**src/rtl/spi_ee_pkg.sv**
```systemverilog
package spi_ee_pkg;

  typedef enum logic [2:0] {
    PH_OPC,
    PH_ADDR,
    PH_RDOUT,
    PH_STOUT,
    PH_WIN,
    PH_LOCK
  } ph_t;

  localparam logic [2:0] OPC_WREN  = 3'b110;
  localparam logic [2:0] OPC_WRDI  = 3'b100;
  localparam logic [2:0] OPC_RDSR  = 3'b101;
  localparam logic [2:0] OPC_WRSR  = 3'b001;
  localparam logic [2:0] OPC_READ  = 3'b011;
  localparam logic [2:0] OPC_WRITE = 3'b010;

  // Preset contents of the array model.
  function automatic logic [7:0] preset_byte(input logic [8:0] a);
    logic [7:0] b;
    b = a[7:0] * 8'd5 + 8'd3;
    return b ^ (a[8] ? 8'hA5 : 8'h00);
  endfunction

endpackage

```
**src/rtl/spi_ee_sync.sv**
```systemverilog
module spi_ee_sync #(
  parameter int             N      = 4,
  parameter int             STAGES = 2,
  parameter logic [N-1:0]   INIT   = '0
) (
  input  logic         clk,
  input  logic         rst,
  input  logic [N-1:0] d,
  output logic [N-1:0] q,
  output logic [N-1:0] rise,
  output logic [N-1:0] fall
);

  for (genvar g = 0; g < N; g++) begin : g_bit
    // pipe[STAGES-1] is the synchronized value, pipe[STAGES] its previous one
    logic [STAGES:0] pipe;
    always_ff @(posedge clk) begin
      if (rst) pipe <= {(STAGES+1){INIT[g]}};
      else     pipe <= {pipe[STAGES-1:0], d[g]};
    end
    assign q[g]    = pipe[STAGES-1];
    assign rise[g] = pipe[STAGES-1] & ~pipe[STAGES];
    assign fall[g] = ~pipe[STAGES-1] & pipe[STAGES];
  end

endmodule

```
**src/rtl/spi_ee_decode.sv**
```systemverilog
module spi_ee_decode
  import spi_ee_pkg::*;
(
  input  logic [7:0] op_byte,
  output logic       op_ok,
  output logic       op_read,
  output logic       op_stat,
  output logic       op_eng,
  output logic       op_data
);

  logic [2:0] low;
  assign low = op_byte[2:0];

  always_comb begin
    op_ok   = (op_byte[7:4] == 4'h0) && (low != 3'b000) && (low != 3'b111);
    op_read = op_ok && (low == OPC_READ);
    op_stat = op_ok && (low == OPC_RDSR);
    op_eng  = op_ok && (low == OPC_WREN || low == OPC_WRDI ||
                        low == OPC_WRSR || low == OPC_WRITE);
    op_data = op_ok && (low == OPC_WRSR || low == OPC_WRITE);
  end

endmodule

```
**src/rtl/spi_ee_array.sv**
```systemverilog
module spi_ee_array
  import spi_ee_pkg::*;
#(
  parameter int AW = 9,
  parameter int DW = 8
) (
  input  logic          clk,
  input  logic [AW-1:0] raddr,
  output logic [DW-1:0] rdata
);

  localparam int DEPTH = 1 << AW;

  logic [DW-1:0] mem [DEPTH];

  initial begin
    for (int i = 0; i < DEPTH; i++) mem[i] = DW'(preset_byte(9'(i)));
  end

  always_ff @(posedge clk) rdata <= mem[raddr];

endmodule

```
**src/rtl/spi_eeprom_front.sv**
```systemverilog
module spi_eeprom_front
  import spi_ee_pkg::*;
#(
  parameter int ADDR_W      = 9,
  parameter int SYNC_STAGES = 2
) (
  input  logic       clk,
  input  logic       rst,
  input  logic       cs_n,
  input  logic       sck,
  input  logic       si,
  input  logic       hold_n,
  output logic       so_d,
  output logic       so_en,
  input  logic [7:0] stat_in,
  output logic       eng_cmd_vld,
  output logic [2:0] eng_cmd,
  output logic       eng_a8,
  output logic       eng_byte_vld,
  output logic [7:0] eng_byte
);

  localparam int         FULL_W = 9;
  localparam logic [8:0] AMASK  = 9'((32'd1 << ADDR_W) - 1);

  // pin order: 0 sck, 1 cs_n, 2 hold_n, 3 si
  logic [3:0] pin_q, pin_rise, pin_fall;

  spi_ee_sync #(.N(4), .STAGES(SYNC_STAGES), .INIT(4'b0110)) u_sync (
    .clk (clk), .rst (rst),
    .d   ({si, hold_n, cs_n, sck}),
    .q   (pin_q), .rise (pin_rise), .fall (pin_fall)
  );

  logic sck_s, cs_s, si_s, sck_rise, sck_fall;
  assign sck_s    = pin_q[0];
  assign cs_s     = pin_q[1];
  assign si_s     = pin_q[3];
  assign sck_rise = pin_rise[0];
  assign sck_fall = pin_fall[0];

  // pause state: pause pin edges count only while the serial clock is low
  logic held;
  always_ff @(posedge clk) begin
    if (rst || cs_s)  held <= 1'b0;
    else if (!sck_s) begin
      if (pin_fall[2])      held <= 1'b1;
      else if (pin_rise[2]) held <= 1'b0;
    end
  end

  logic act_rise, act_fall;
  assign act_rise = sck_rise && !cs_s && !held;
  assign act_fall = sck_fall && !cs_s && !held;

  ph_t         ph;
  logic [2:0]  bitcnt;
  logic [7:0]  shin, shout;
  logic [FULL_W-1:0] addr_q;
  logic        load_pend, out_live;
  logic [7:0]  nb;
  logic [7:0]  rdata;

  assign nb = {shin[6:0], si_s};

  logic op_ok, op_read, op_stat, op_eng, op_data;

  spi_ee_decode u_dec (
    .op_byte (nb),
    .op_ok   (op_ok),
    .op_read (op_read),
    .op_stat (op_stat),
    .op_eng  (op_eng),
    .op_data (op_data)
  );

  spi_ee_array #(.AW(ADDR_W), .DW(8)) u_arr (
    .clk   (clk),
    .raddr (addr_q[ADDR_W-1:0]),
    .rdata (rdata)
  );

  always_ff @(posedge clk) begin
    eng_cmd_vld  <= 1'b0;
    eng_byte_vld <= 1'b0;
    if (rst) begin
      eng_cmd  <= '0;
      eng_a8   <= 1'b0;
      eng_byte <= '0;
      addr_q   <= '0;
      shin     <= '0;
      shout    <= '0;
    end
    if (rst || cs_s) begin
      ph        <= PH_OPC;
      bitcnt    <= '0;
      load_pend <= 1'b0;
      out_live  <= 1'b0;
    end else if (act_rise && ph != PH_LOCK) begin
      shin   <= nb;
      bitcnt <= bitcnt + 3'd1;
      if (bitcnt == 3'd7) begin
        unique case (ph)
          PH_OPC: begin
            if (!op_ok) ph <= PH_LOCK;
            else if (op_read) begin
              ph     <= PH_ADDR;
              addr_q <= {nb[3], 8'h00} & AMASK;
            end else if (op_stat) begin
              ph        <= PH_STOUT;
              load_pend <= 1'b1;
            end else if (op_eng) begin
              eng_cmd_vld <= 1'b1;
              eng_cmd     <= nb[2:0];
              eng_a8      <= nb[3];
              ph          <= op_data ? PH_WIN : PH_LOCK;
            end
          end
          PH_ADDR: begin
            addr_q    <= {addr_q[8], nb} & AMASK;
            ph        <= PH_RDOUT;
            load_pend <= 1'b1;
          end
          PH_RDOUT: begin
            addr_q    <= (addr_q + 9'd1) & AMASK;
            load_pend <= 1'b1;
          end
          PH_STOUT: load_pend <= 1'b1;
          PH_WIN: begin
            eng_byte_vld <= 1'b1;
            eng_byte     <= nb;
          end
          default: ;
        endcase
      end
    end else if (act_fall && (ph == PH_RDOUT || ph == PH_STOUT)) begin
      if (load_pend) begin
        shout     <= (ph == PH_STOUT) ? stat_in : rdata;
        load_pend <= 1'b0;
        out_live  <= 1'b1;
      end else begin
        shout <= {shout[6:0], 1'b0};
      end
    end
  end

  always_ff @(posedge clk) begin
    if (rst) so_en <= 1'b0;
    else     so_en <= !cs_s && !held && out_live &&
                      (ph == PH_RDOUT || ph == PH_STOUT);
  end

  assign so_d = shout[7];

endmodule

```
**config.mk**
```make
export PLATFORM = sky130hd
export DESIGN_NAME = spi_eeprom_front
export DESIGN_NICKNAME = d
export VERILOG_FILES = /design/src/rtl/spi_ee_pkg.sv /design/src/rtl/spi_ee_sync.sv /design/src/rtl/spi_ee_decode.sv /design/src/rtl/spi_ee_array.sv /design/src/rtl/spi_eeprom_front.sv
export SDC_FILE = /design/constraint.sdc
export NUM_CORES = 1
export LEC_CHECK = 0
export CORE_MARGIN = 2
export CORE_UTILIZATION = 50
export DETAILED_ROUTE_END_ITERATION = 6
export GPL_TIMING_DRIVEN = 1
export PLACE_DENSITY = 0.72
export SLEW_MARGIN = 0
export SYNTH_ARGS = -nofsm -noshare
export SYNTH_HDL_FRONTEND = slang
export SYNTH_SLANG_ARGS = --single-unit
```
**constraint.sdc**
```tcl
create_clock -name clk -period 2.7 [get_ports clk]
set_input_delay 0.27 -clock clk [delete_from_list [all_inputs] [get_ports clk]]
set_output_delay 0.27 -clock clk [all_outputs]
set_load 0.02 [all_outputs]
```
======== After elaboration in Yosys (flattened, before gate mapping) ========
Memories as Yosys holds them, arrays and structs flattened. A register that Yosys moved wholly into a read port is not among the register bits.
Index checks and enable logic that the tools add are counted.
cells by class
  $add $sub $neg .......................... 2
  equal/unequal tests ..................... 20
  multiplexer cells ....................... 56
  bitwise logic cells ..................... 12
  reductions and logical operators ........ 36
operators with widths
  operator                                        number
  two-way mux 8 bit                               14
  two-way mux 9 bit                               6
  two-way mux 3 bit                               13
  case mux 9 bit (3 select lines)                 1
  two-way mux 1 bit                               20
  == test 3 bit (second input constant)           5
  logical AND 1 bit                               15
  inequality test 3 bit (second input constant)   5
  == test 3 x 2 -> 1 bit (second input constant)  4
  adder 9 x 1 -> 9 bit (second input constant)    1
  NOT 1 bit                                       8
  OR reduction 7 bit                              1
  == test 3 x 1 -> 1 bit (second input constant)  2
  logical OR 1 bit                                6
  case mux 3 bit (2 select lines)                 1
  AND reduction 6 bit                             1
  nonzero test 2 bit                              3
  OR reduction 3 bit                              2
  inequality test 5 bit (second input constant)   1
  bitwise AND 1 bit                               4
  zero test 4 bit                                 1
  inequality test 4 bit (second input constant)   1
  AND reduction 4 bit                             1
  adder 3 x 1 -> 3 bit (second input constant)    1
  8 further kinds                                 9
storage, ports and cells
  register bits after elaboration ......... 59
  ROM bits ................................ 4096
  bits of input ports ..................... 14
  output and inout port bits .............. 16
  word-level logic and storage cells ...... 146
  memories kept ........................... 1
memories
  name       words  bits a word  rd ports  clocked after memory_dff  write ports  RTL line            RTL
  u_arr.mem  512    8            1         1                         0            spi_ee_array.sv:14  logic [DW-1:0] mem [DEPTH];

======== Logic depth before layout (Yosys ltp) ========
  depth in word-level cells ............... 13
  mapped depth ............................ 7
  mapped depth without buffers ............ 7

======== By module ========
From an unflattened synthesis, not the netlist that was laid out.
unflattened totals
  cells, all modules ...................... 376
  area total of the unflattened synthesis .. 3469.6 µm²
by module, submodules not included
  module            instances  cells an instance  area each (µm²)  sequential area each (µm²)
  spi_eeprom_front  1          244                2319.7           970.9
  spi_ee_array      1          83                 669.4            160.2
  spi_ee_sync       1          37                 409.1            240.2
  spi_ee_decode     1          12                 71.3             0.0

======== Worst setup path after synthesis ========
Ideal clock, no wire load.
  path type ............................... reg2reg
  start point ............................. reg addr_q[2]
  end point ............................... reg u_arr.rdata[7] (read register of u_arr.mem)
  setup time .............................. 0.134 ns
  arrival ................................. 1.853 ns
  data required time ...................... 2.566 ns
  setup slack ............................. 0.712 ns
  cell stages (with the launch flop) ...... 8
  path buffers ............................ 1
  clock period less this slack ............ 1.988 ns
  cell sequence ........................... dfxtp_1 > clkbuf_1 > inv_1 > ha_1 > nand2b_1 > nor2_1 > a21oi_1 > mux4_2
RTL lines
  what                    RTL line                 RTL
  start, declared         spi_eeprom_front.sv:59   logic [FULL_W-1:0] addr_q;
  start signal, assigned  spi_eeprom_front.sv:108  addr_q <= {nb[3], 8'h00} & AMASK;
  start signal, assigned  spi_eeprom_front.sv:120  addr_q <= {addr_q[8], nb} & AMASK;
  start signal, assigned  spi_eeprom_front.sv:125  addr_q <= (addr_q + 9'd1) & AMASK;
  end, declared           spi_ee_array.sv:9        output logic [DW-1:0] rdata

==> impl_metrics.env <==
export IMPL_drt_iter0_drc=214
export IMPL_detailed_place_hpwl_mm=5.09
export IMPL_dieWidth_um=85.8
export IMPL_clkLatencyLatePin_ps=340
export IMPL_path_class="reg2reg"
export IMPL_cts_tree="yes"
export IMPL_wl_met2_mm=3.33
export IMPL_tightest_slew_ps=808
export IMPL_fin_skew_ps=7.61
export IMPL_drt_met1_wl_mm=3.23
export IMPL_antenna_found_initial=0
export IMPL_powerDensity_nw_per_um2=450
export IMPL_synth_cell_types=68
export IMPL_wl_per_cell_um=14.8
export IMPL_synth_area_um2=3350
export IMPL_relSlewSlack=0.457
export IMPL_startpoint_type="flop"
export IMPL_total_leakage_power_uw=0.00150
export IMPL_finalHoldViolations=0
export IMPL_synth_ff_type="dfxtp_1"
export IMPL_holdCritPathClass="reg2reg"
export IMPL_endpoint_kind="flop"
export IMPL_required_ps=2920
export IMPL_seq_area_frac_synth=0.397
export IMPL_diodes=0
export IMPL_drive_gt1_frac=0.160
export IMPL_cp_arrival_ps=2470
export IMPL_final_antenna_net_count=0
export IMPL_grt_pass1_vias=2636
export IMPL_grt_pass1_wl_mm=12.0
export IMPL_clockBufferDepth=2
export IMPL_path_max_fanout=8
export IMPL_drc=2
export IMPL_top_layer="met4"
export IMPL_io_pins=30
export IMPL_clkSinkCount=66
export IMPL_first_pass_iters=7
export IMPL_seqPwrFrac=0.567
export IMPL_yosys_register_bits=66
export IMPL_fin_crit_ps=2260
export IMPL_p_switching_uw=407
export IMPL_rows=29
export IMPL_cts_buffers=9
export IMPL_synthCells=365
export IMPL_start_util=0.522
export IMPL_htree_levels=3
export IMPL_period_share=0.836
export IMPL_fin_tns_setup_ps=0
export IMPL_wl_met3_um=358
export IMPL_wl_mm=7.07
export IMPL_final_nets=424
export IMPL_rsz0062_at_grt="false"
export IMPL_slew_viol_final=0
export IMPL_grt_max_degree=18
export IMPL_grt_ovfl_total=0
export IMPL_vias=2766
export IMPL_avgSynthCellArea_um2=9.18
export IMPL_core_region_area_um2=6420
export IMPL_setup_viol=0
export IMPL_synth_nets=393
export IMPL_ir_drop_v=0.000347
export IMPL_p_clk_frac=0.404
export IMPL_port_buffers=29
export IMPL_grt_usage=0.204
export IMPL_ctsResizeCount=0
export IMPL_clk_pin_slew_ps=70
export IMPL_cts_setup_buffers=0
export IMPL_die_area_um2=7370
export IMPL_status="finished with violations"
export IMPL_p_int_uw=1330
export IMPL_fmax_ghz=0.443
export IMPL_cts_root_buf="clkbuf_8"
export IMPL_synth_edff_count=1
export IMPL_die_h_um=85.8
export IMPL_via_per_inst=5.80
export IMPL_drv_cap=0
export IMPL_area_delta_synth_final_pct=15.2
export IMPL_async_flop_share=0
export IMPL_gp_congestion=0.866
export IMPL_fill_cells=565
export IMPL_comb_power_share=0.028
export IMPL_whs_ps=413
export IMPL_ys_warn_count=0
export IMPL_hold_buffers=0
export IMPL_swShare=0.234
export IMPL_violations="DRC"
==> metal layers <==
| metal | track usage | up-vias |
|---|---|---|
| met5 | 0 | - |
| met4 | 0.0952 | 0 |
| met3 | 0.0346 | 15 |
| met2 | 0.328 | 91 |
| met1 | 0.267 | 1298 |
| li1 | - | 1362 |
==> logic make-up (layout without fill, tap and decap cells) <==
group | after synthesis | after routing | share of synthesized area
simple gates | 134 | 134 | 0.217
compound gates | 78 | 78 | 0.165
flops | 66 | 66 | 0.397
buf+inv | 40 | 75 | 0.0583
mux | 26 | 26 | 0.0911
fa+ha+maj | 14 | 14 | 0.0523
xor+xnor | 7 | 7 | 0.0183
==> power by group through the flow <==
stage | Sequential [uW] | Clock [uW] | Combinational, uW
2_1_floorplan | 1010 | 0 | 25.7
3_5_place_dp | 1010 | 0 | 49.6
4_1_cts | 985 | 718 | 49.6
6_report | 985 | 703 | 49.4
5_1_grt | 986 | 757 | 54.0
3_3_place_gp | 1010 | 0 | 48.9
==> final cells by class <==
class / instances / area [um^2] / area share
clock buffers: 9 / 124 / 0.0321
clock inverters: 6 / 33.8 / 0.00875
inverters: 19 / 71.3 / 0.0185
multi-input cells: 259 / 1820 / 0.472
flip-flops and latches: 66 / 1330 / 0.345
well taps: 77 / 96.3 / 0.0250
repair buffers: 41 / 380 / 0.0985
==> state kept, by name, summed over array words and instances, names as in the netlist, 3 cells and up <==
signal             cells
shin                   7
u_arr.rdata            8
bitcnt                 3
ph                     3
addr_q                 9
shout                  8
eng_cmd                3
eng_byte               8
u_sync.g_bit.pipe     10
==> synthesized netlist by cell type, drive strengths merged (7+ instances only) <==
cell type | n | area share
clkbuf | 15 | 0.023
mux2i | 11 | 0.033
nor2 | 22 | 0.025
mux2 | 14 | 0.052
o21ai | 16 | 0.025
ha | 14 | 0.052
dfxtp | 65 | 0.39
a31o | 7 | 0.018
nand3 | 16 | 0.025
nand2 | 34 | 0.038
a311oi | 7 | 0.018
a21oi | 17 | 0.025
nor2b | 17 | 0.032
inv | 18 | 0.020
==> per-stage QoR <==
stage / cell area [um^2] / util / setup slack [ps] / cells / total power, uW
after floorplan: 3350 / - / 712 / 365 / 1030
after global placement: 3700 / 0.576 / 566 / 462 / 1060
after detailed placement: 3700 / 0.576 / 486 / 462 / 1060
after CTS: 3860 / 0.601 / 459 / 477 / 1750
after global routing: 3860 / 0.601 / 313 / 477 / 1800
final: 3860 / 0.601 / 443 / 477 / 1740
==> layout by cell type (no fill, tap or decap), types with 3 or more instances in the layout <==
cell,instances
o21ai_0,15
nand4_1,5
buf_4,12
clkbuf_8,9
mux2_4,4
a31o_2,7
a311oi_1,7
or2_2,5
xnor2_1,3
nor2_1,22
o211ai_1,5
inv_1,17
mux2_2,10
clkinv_2,4
nand2b_1,4
nor2b_1,17
dfxtp_1,65
nand3_1,15
ha_1,14
a21oi_1,17
mux2i_1,11
a22o_1,3
nor3_1,5
clkdlybuf4s50_1,29
nor4_1,5
xor2_1,4
and2b_2,3
nand2_1,34
==> worst max-delay path, cell delays in order, from the launching register on <==
cell and delay [ps]:
dfxtp_1 500, inv_1 170, ha_1 280, ha_1 220, nand2b_1 170, nor2_1 240, a21oi_1 110, mux4_2 450
==> path summary, 6_finish.rpt <==
check	start	to	slack, ps	cells past startpoint
max	addr_q[0]	u_arr.rdata[7]	440	7
min	u_sync.g_bit[2].pipe[0]	u_sync.g_bit[2].pipe[1]	410	1
max reg2reg	addr_q[0]	u_arr.rdata[7]	440	7
min reg2reg	u_sync.g_bit[2].pipe[0]	u_sync.g_bit[2].pipe[1]	410	1
(Power assumes the default switching activity.)
